===== config.mk =====
export PLATFORM = sky130hd
export DESIGN_NAME = thr_irq_top
export DESIGN_NICKNAME = d
export VERILOG_FILES = /design/src/rtl/thr_pkg.sv /design/src/rtl/thr_regfile.sv /design/src/rtl/thr_window_cmp.sv /design/src/rtl/thr_persist.sv /design/src/rtl/thr_irq_top.sv
export SDC_FILE = /design/constraint.sdc
export NUM_CORES = 1
export LEC_CHECK = 0
export CAP_MARGIN = 5
export CORE_ASPECT_RATIO = 1.75
export CORE_MARGIN = 3
export CORE_UTILIZATION = 35
export CTS_CLUSTER_SIZE = 14
export DETAILED_ROUTE_END_ITERATION = 10
export HOLD_SLACK_MARGIN = 0.02
export PLACE_DENSITY = 0.63
export SYNTH_ARGS = -nofsm -noshare
export SYNTH_HDL_FRONTEND = slang
export SYNTH_SLANG_ARGS = --single-unit

===== constraint.sdc =====
create_clock -name clk -period 8.9 [get_ports clk]
set_clock_uncertainty 0.05 [all_clocks]
set_input_delay 1.78 -clock clk [delete_from_list [all_inputs] [get_ports clk]]
set_output_delay 1.78 -clock clk [all_outputs]
set_load 0.005 [all_outputs]

===== src/rtl/thr_pkg.sv =====
package thr_pkg;
  localparam int NUM_THR = 2;
  localparam int THR_LOW = 0;
  localparam int THR_HIGH = 1;

  typedef struct packed {
    logic below;
    logic above;
  } thr_cmp_t;
endpackage


===== src/rtl/thr_regfile.sv =====
module thr_regfile #(
  parameter int ADDR_W    = 8,
  parameter int BUS_W     = 8,
  parameter int BASE_ADDR = 'h84,
  parameter int NUM_THR   = 2
) (
  input  logic                 clk,
  input  logic                 rst,
  input  logic                 wr,
  input  logic                 rd,
  input  logic [ADDR_W-1:0]    addr,
  input  logic [BUS_W-1:0]     wdata,
  output logic [BUS_W-1:0]     rdata,
  output logic [2*BUS_W-1:0]   thr_o [NUM_THR]
);
  localparam int THR_W = 2 * BUS_W;

  logic [BUS_W-1:0] hold_q;
  logic [BUS_W-1:0] rd_mux;
  logic             lsb_hit;
  logic [THR_W-1:0] thr_q [NUM_THR];

  always_comb begin
    lsb_hit = 1'b0;
    rd_mux  = '0;
    for (int k = 0; k < NUM_THR; k++) begin
      if (addr == ADDR_W'(BASE_ADDR + 2 * k)) begin
        lsb_hit = 1'b1;
        rd_mux  = thr_q[k][BUS_W-1:0];
      end else if (addr == ADDR_W'(BASE_ADDR + 2 * k + 1)) begin
        rd_mux  = thr_q[k][THR_W-1:BUS_W];
      end
    end
  end

  always_ff @(posedge clk) begin
    if (rst) hold_q <= '0;
    else if (wr && lsb_hit) hold_q <= wdata;
  end

  always_ff @(posedge clk) begin
    if (rst) rdata <= '0;
    else if (rd) rdata <= rd_mux;
  end

  for (genvar k = 0; k < NUM_THR; k++) begin : g_thr
    localparam logic [ADDR_W-1:0] MSB_A = ADDR_W'(BASE_ADDR + 2 * k + 1);

    always_ff @(posedge clk) begin
      if (rst) thr_q[k] <= '0;
      else if (wr && addr == MSB_A) thr_q[k] <= {wdata, hold_q};
    end

    assign thr_o[k] = thr_q[k];

    AST_MSB_COMMIT: assert property (@(posedge clk) disable iff (rst)
      (wr && addr == MSB_A) |=> (thr_q[k] == {$past(wdata), $past(hold_q)}));
    AST_ONLY_MSB_CHANGES: assert property (@(posedge clk) disable iff (rst)
      !(wr && addr == MSB_A) |=> $stable(thr_q[k]));
  end
endmodule


===== src/rtl/thr_window_cmp.sv =====
module thr_window_cmp
  import thr_pkg::*;
#(
  parameter int DATA_W = 16
) (
  input  logic [DATA_W-1:0] value,
  input  logic [DATA_W-1:0] lo_thr,
  input  logic [DATA_W-1:0] hi_thr,
  output thr_cmp_t          cmp
);
  always_comb begin
    cmp.below = (value < lo_thr);
    cmp.above = (value > hi_thr);
  end
endmodule


===== src/rtl/thr_persist.sv =====
module thr_persist #(
  parameter int PERS_W = 4
) (
  input  logic              clk,
  input  logic              rst,
  input  logic              smp_valid,
  input  logic              oor,
  input  logic [PERS_W-1:0] pers_limit,
  input  logic              irq_en,
  input  logic              stat_clr,
  output logic              stat_o,
  output logic              irq_o
);
  localparam logic [PERS_W-1:0] CNT_MAX = '1;

  logic [PERS_W-1:0] cnt_q;
  logic [PERS_W-1:0] cnt_inc;
  logic              set_now;
  logic              stat_d;

  always_comb begin
    cnt_inc = (cnt_q == CNT_MAX) ? cnt_q : cnt_q + 1'b1;
    set_now = smp_valid &&
              ((pers_limit == '0) || (oor && cnt_inc >= pers_limit));
    if (set_now)       stat_d = 1'b1;
    else if (stat_clr) stat_d = 1'b0;
    else               stat_d = stat_o;
  end

  always_ff @(posedge clk) begin
    if (rst) begin
      cnt_q  <= '0;
      stat_o <= 1'b0;
      irq_o  <= 1'b0;
    end else begin
      if (smp_valid) cnt_q <= oor ? cnt_inc : '0;
      stat_o <= stat_d;
      irq_o  <= stat_d && irq_en;
    end
  end

  AST_RUN_RESET: assert property (@(posedge clk) disable iff (rst)
    (smp_valid && !oor) |=> (cnt_q == '0));
  AST_SET_NEEDS_SAMPLE: assert property (@(posedge clk) disable iff (rst)
    $rose(stat_o) |-> $past(smp_valid));
  AST_ZERO_PERS_SETS: assert property (@(posedge clk) disable iff (rst)
    (smp_valid && pers_limit == '0) |=> stat_o);
  AST_STICKY_FLAG: assert property (@(posedge clk) disable iff (rst)
    $fell(stat_o) |-> $past(stat_clr));
  AST_IRQ_GATED: assert property (@(posedge clk) disable iff (rst)
    irq_o |-> stat_o);
endmodule


===== src/rtl/thr_irq_top.sv =====
module thr_irq_top
  import thr_pkg::*;
#(
  parameter int DATA_W    = 16,
  parameter int ADDR_W    = 8,
  parameter int PERS_W    = 4,
  parameter int BASE_ADDR = 'h84
) (
  input  logic              clk,
  input  logic              rst,
  input  logic [ADDR_W-1:0] reg_addr,
  input  logic [DATA_W/2-1:0] reg_wdata,
  input  logic              reg_wr,
  input  logic              reg_rd,
  output logic [DATA_W/2-1:0] reg_rdata,
  input  logic              smp_valid,
  input  logic [DATA_W-1:0] smp_value,
  input  logic [PERS_W-1:0] pers_limit,
  input  logic              irq_en,
  input  logic              stat_clr,
  output logic              stat_flag,
  output logic              irq_out
);
  localparam int BUS_W = DATA_W / 2;

  logic [DATA_W-1:0] thr [NUM_THR];
  thr_cmp_t          cmp;
  logic              oor;

  thr_regfile #(
    .ADDR_W(ADDR_W), .BUS_W(BUS_W), .BASE_ADDR(BASE_ADDR), .NUM_THR(NUM_THR)
  ) u_regs (
    .clk(clk), .rst(rst), .wr(reg_wr), .rd(reg_rd), .addr(reg_addr),
    .wdata(reg_wdata), .rdata(reg_rdata), .thr_o(thr)
  );

  thr_window_cmp #(.DATA_W(DATA_W)) u_cmp (
    .value(smp_value), .lo_thr(thr[THR_LOW]), .hi_thr(thr[THR_HIGH]), .cmp(cmp)
  );

  assign oor = cmp.below | cmp.above;

  thr_persist #(.PERS_W(PERS_W)) u_pers (
    .clk(clk), .rst(rst), .smp_valid(smp_valid), .oor(oor),
    .pers_limit(pers_limit), .irq_en(irq_en), .stat_clr(stat_clr),
    .stat_o(stat_flag), .irq_o(irq_out)
  );

  AST_IN_WINDOW_NO_RUN: assert property (@(posedge clk) disable iff (rst)
    (smp_valid && smp_value >= thr[THR_LOW] && smp_value <= thr[THR_HIGH]
     && pers_limit != '0 && !stat_flag && !stat_clr) |=> !stat_flag);
endmodule


==> results list <==
- Outcome: finished clean
* Final routed wire length divided by cell count: roughly 15 um
* Clock Root Buffer: clkbuf_16
- Fill cell total of the finished layout: 941
* Core box area: roughly 9100 um^2
- The largest total area in the synthesized netlist belongs to edfxtp_1.
- WP data arrival: about 4200 ps
- Hold timing on the final database bottoms out at a slack of around 420 ps.
- Cell Rows: 46
- Antenna diode count: 0
- Compared with the post-synthesis result, the final layout area differs by 24.0%.
- For this design, the CTS-stage hold fixing added 0 buffers.
* Post_cts resized: 0
- Vias: 2544
* Mean cell area of the mapped netlist: between 9 and 10 um^2
- Delay-heaviest family, CP: compound AO/OA/AOI/OAI gates
- Overall power consumption after layout is estimated at about 560 uW.
* Top cell type's share of synthesized area: just under 30%
- Minimum setup slack in the final design: 4890 ps
- The slowest stage of the critical path belongs to the cell a2111oi_0.
- Along the worst path, the maximum fanout reaches 4.
- Buffers inserted during clock tree synthesis total 5.
- CTS tree: built
* Transition time of the tightest slew-check pin: between 900 and 1000 ps
- Count of maximum capacitance violations: 0
- STA classifies the critical path startpoint as an input pin.
* # port buffers: 52
- Worst-Skew Late Latency: ~290 ps
* Reg-to-Reg Start: u_pers.cnt_q[0]
- The min-delay analysis places its worst path in the category flip-flop to flip-flop.
* Number of hold violations in the final report: 0
- STA puts the critical path data required time at between 9000 and 10000 ps.
- After global routing, the most crowded layer is met2.
- In the final design database the tool counted around 470 nets.
* Global-route usage over all layers: around 15%
- Most common library cells after synthesis: 38 x inv_1, 36 x ha_1, 32 x and2_1, 32 x edfxtp_1, 26 x nor2_1
* Setup repair after global routing missed its margin: false
- Largest net degree at the start of global routing: 23
- Post-route antenna net violation count: 0
* Shortest clock period the worst path allows after layout: about 4000 ps
- After synthesis, the share of flip-flops with an asynchronous set or reset is 0%.
* Critical Path Source: smp_value[1]
- Counting both buffers and inverters, the worst setup path holds a total of 1.
- Post-route DRC violation count: 0
- Layout cell share with drive strength beyond 1: 4.65%
- H-tree depth: 2
* CP Cell Sequence: clkdlybuf4s50_1 -> ha_1 -> a2111oi_0 -> or4_1 -> o211ai_1 -> nor2b_1 -> o41ai_2
- Routability-driven placement finished with a final weighted congestion of approximately 0.87.
* Post-DR vias/cell: between 5 and 6
* Delay of the slowest critical-path stage: between 600 and 700 ps
- Measured along the y axis, the die boundary spans about 130 um.
- Setup fix buffers added after clock tree synthesis: 0
* Sequential fraction of the synthesis area: between 40% and 50%
- The clock passes through at most 2 buffers.
- Antenna violations before repair: 0
* Clk slew on worst S/H paths: 70 ps
* Synth Register Bits: between 50 and 60
* Detailed Place HPWL: around 6400 um
- Cell with the most instances after synthesis: inv_1
- The first global-routing pass estimated ~12000 um of wire.
- During I/O placement, the number of pins put on the boundary was between 50 and 60.
- The initial utilization of the core area, before any placement, comes to between 30% and 40%.
- Number of warnings printed during yosys synthesis: 0
* Die X: slightly below 80 um
- Global routing consumed, on the met2 layer, 29.1% of the routing resources.
- In the synthesized netlist the dominant register cell turns out to be edfxtp_1.
- The sequential cells in the finished layout cover a total of ~1400 um^2.
- The clock drives 54 sinks.
- Maximum achievable frequency: around 0.25 GHz
- Endpoint kind of the worst setup timing path: flip-flop
- Die outline area: 10600 um^2
- Worst IR Drop VDD: 82.4 uV
- Cell count after synthesis: around 340
- Number of unique standard cell types used by synthesis: 47
- Worst setup slack before clock tree synthesis: 4610 ps
* Via count of the first global-routing pass: between 2000 and 3000
- Routed wire length: roughly 7600 um
* Sum of negative setup slack: 0 ps
- The worst setup path is of the input pin to flip-flop kind.
- The detailed router finished its first iteration with 91 violations.
- Summing all multi-input logic gate instances after layout gives 1670 um^2.
- In the post-synthesis netlist, the biggest area contributors are edfxtp_1 29%, ha_1 14%, dfxtp_1 13%, and2_1 6.1%, inv_1 4.4%.
- Cell area power density: ~140 nW/um^2
* DRT Pass-1 Iters: 5
* GR Overflow Total: 0
- Global routing used 2.57% of the available met3 tracks.
- In the global route stage, met1 resource usage came out at 13.4%.
- Yosys mapped a number of flops with a built-in enable equal to 32.
- In this run the most critical hold path is launched from u_regs.rdata[4].
- Final number of max-transition violations: 0
- In this run the static leakage power is approximately 1.7 nW.
* Post-Syn Nets: 415
- The worst path uses 45.0% of the clock period.
- Netlist area before placement: between 3000 and 4000 um^2
- Headroom to the max-slew limit came out at a little under two fifths.
- Setup violations remaining at the end of the flow were counted as 0.
[report_power, final]
| group | internal, mW | leakage [nW] | switching, mW |
|---|---|---|---|
| Clock | 0.106 | 0.0704 | 0.0890 |
| Combinational | 0.0431 | 1.15 | 0.0429 |
| Sequential | 0.273 | 0.496 | 0.00517 |
[worst paths after layout]
path	endpoint	slack, ps	cells after the start
worst max register to register	u_pers.stat_o	6360	9
worst min-delay path	u_regs.rdata[4]	420	2
worst min register to register	u_regs.rdata[4]	420	2
worst max-delay path	u_pers.cnt_q[2]	4890	7
[worst reg2reg max path, cell delays in order, from the launching register on]
cell     delay, ps
dfxtp_1        420
ha_1           250
nand3_1        180
o21ai_0        330
ha_1           300
a21o_1         160
a21o_1         170
a21oi_1        210
o32ai_1        130
or2_1          250
[logic make-up after synthesis]
family                     Yosys count  share of synthesized area [%]
xor gates and xnor gates             1                          0.268
adders and majority gates           36                           13.8
and+or+nand+nor                    118                           20.7
DFF                                 54                           42.9
AOI/OAI and AO/OA                   68                           13.4
muxes                               10                           3.07
buffers and inverters               49                           5.83
[area by class of cell]
class / instances / share of cell area [%]
Multi-Input combinational cell: 233 / 41.3
Sequential cell: 54 / 34.6
Timing Repair Buffer: 53 / 13.0
Tap cell: 120 / 3.71
Inverter: 39 / 3.62
Clock buffer: 5 / 3.09
Clock inverter: 3 / 0.618
[state kept, by name (all words and copies together) (netlist names)]
| name | flops |
|---|---|
| u_pers.stat_o | 1 |
| u_regs.thr_q | 32 |
| u_regs.hold_q | 8 |
| u_pers.irq_o | 1 |
| u_regs.rdata | 8 |
| u_pers.cnt_q | 4 |
[layer usage]
layer,vias up,part of all wire [%]
met5,-,0
met1,1165,36
met3,24,4.0
met4,0,5.1
met2,65,55
li1,1290,-
[through the flow]
step | instances | cell area [um^2] | util (%)
6_report | 507 | 4050 | 44.5
3_3_place_gp | 499 | 3900 | 42.9
3_5_place_dp | 499 | 3900 | 42.9
4_1_cts | 507 | 4050 | 44.5
5_1_grt | 507 | 4050 | 44.5
2_1_floorplan | 336 | 3260 | -
[placed cells by master (no fill, tap or decap), drive strengths merged, types with 2 or more instances in the layout]
cell	instances
nor2b	3
clkdlybuf4s50	52
o21a	3
inv	40
edfxtp	32
dfxtp	22
o32ai	2
nand3b	3
and3	2
and2	32
ha	36
a211oi	7
nor2	27
nand2	19
a22oi	6
clkbuf	5
mux2i	10
and4	3
nor4	2
a21o	3
a21oi	25
nor3b	2
o21ai	12
nand4	4
nand2b	5
nand3	9
nor3	4
o211ai	3
Power figures use the tool's default switching activity.
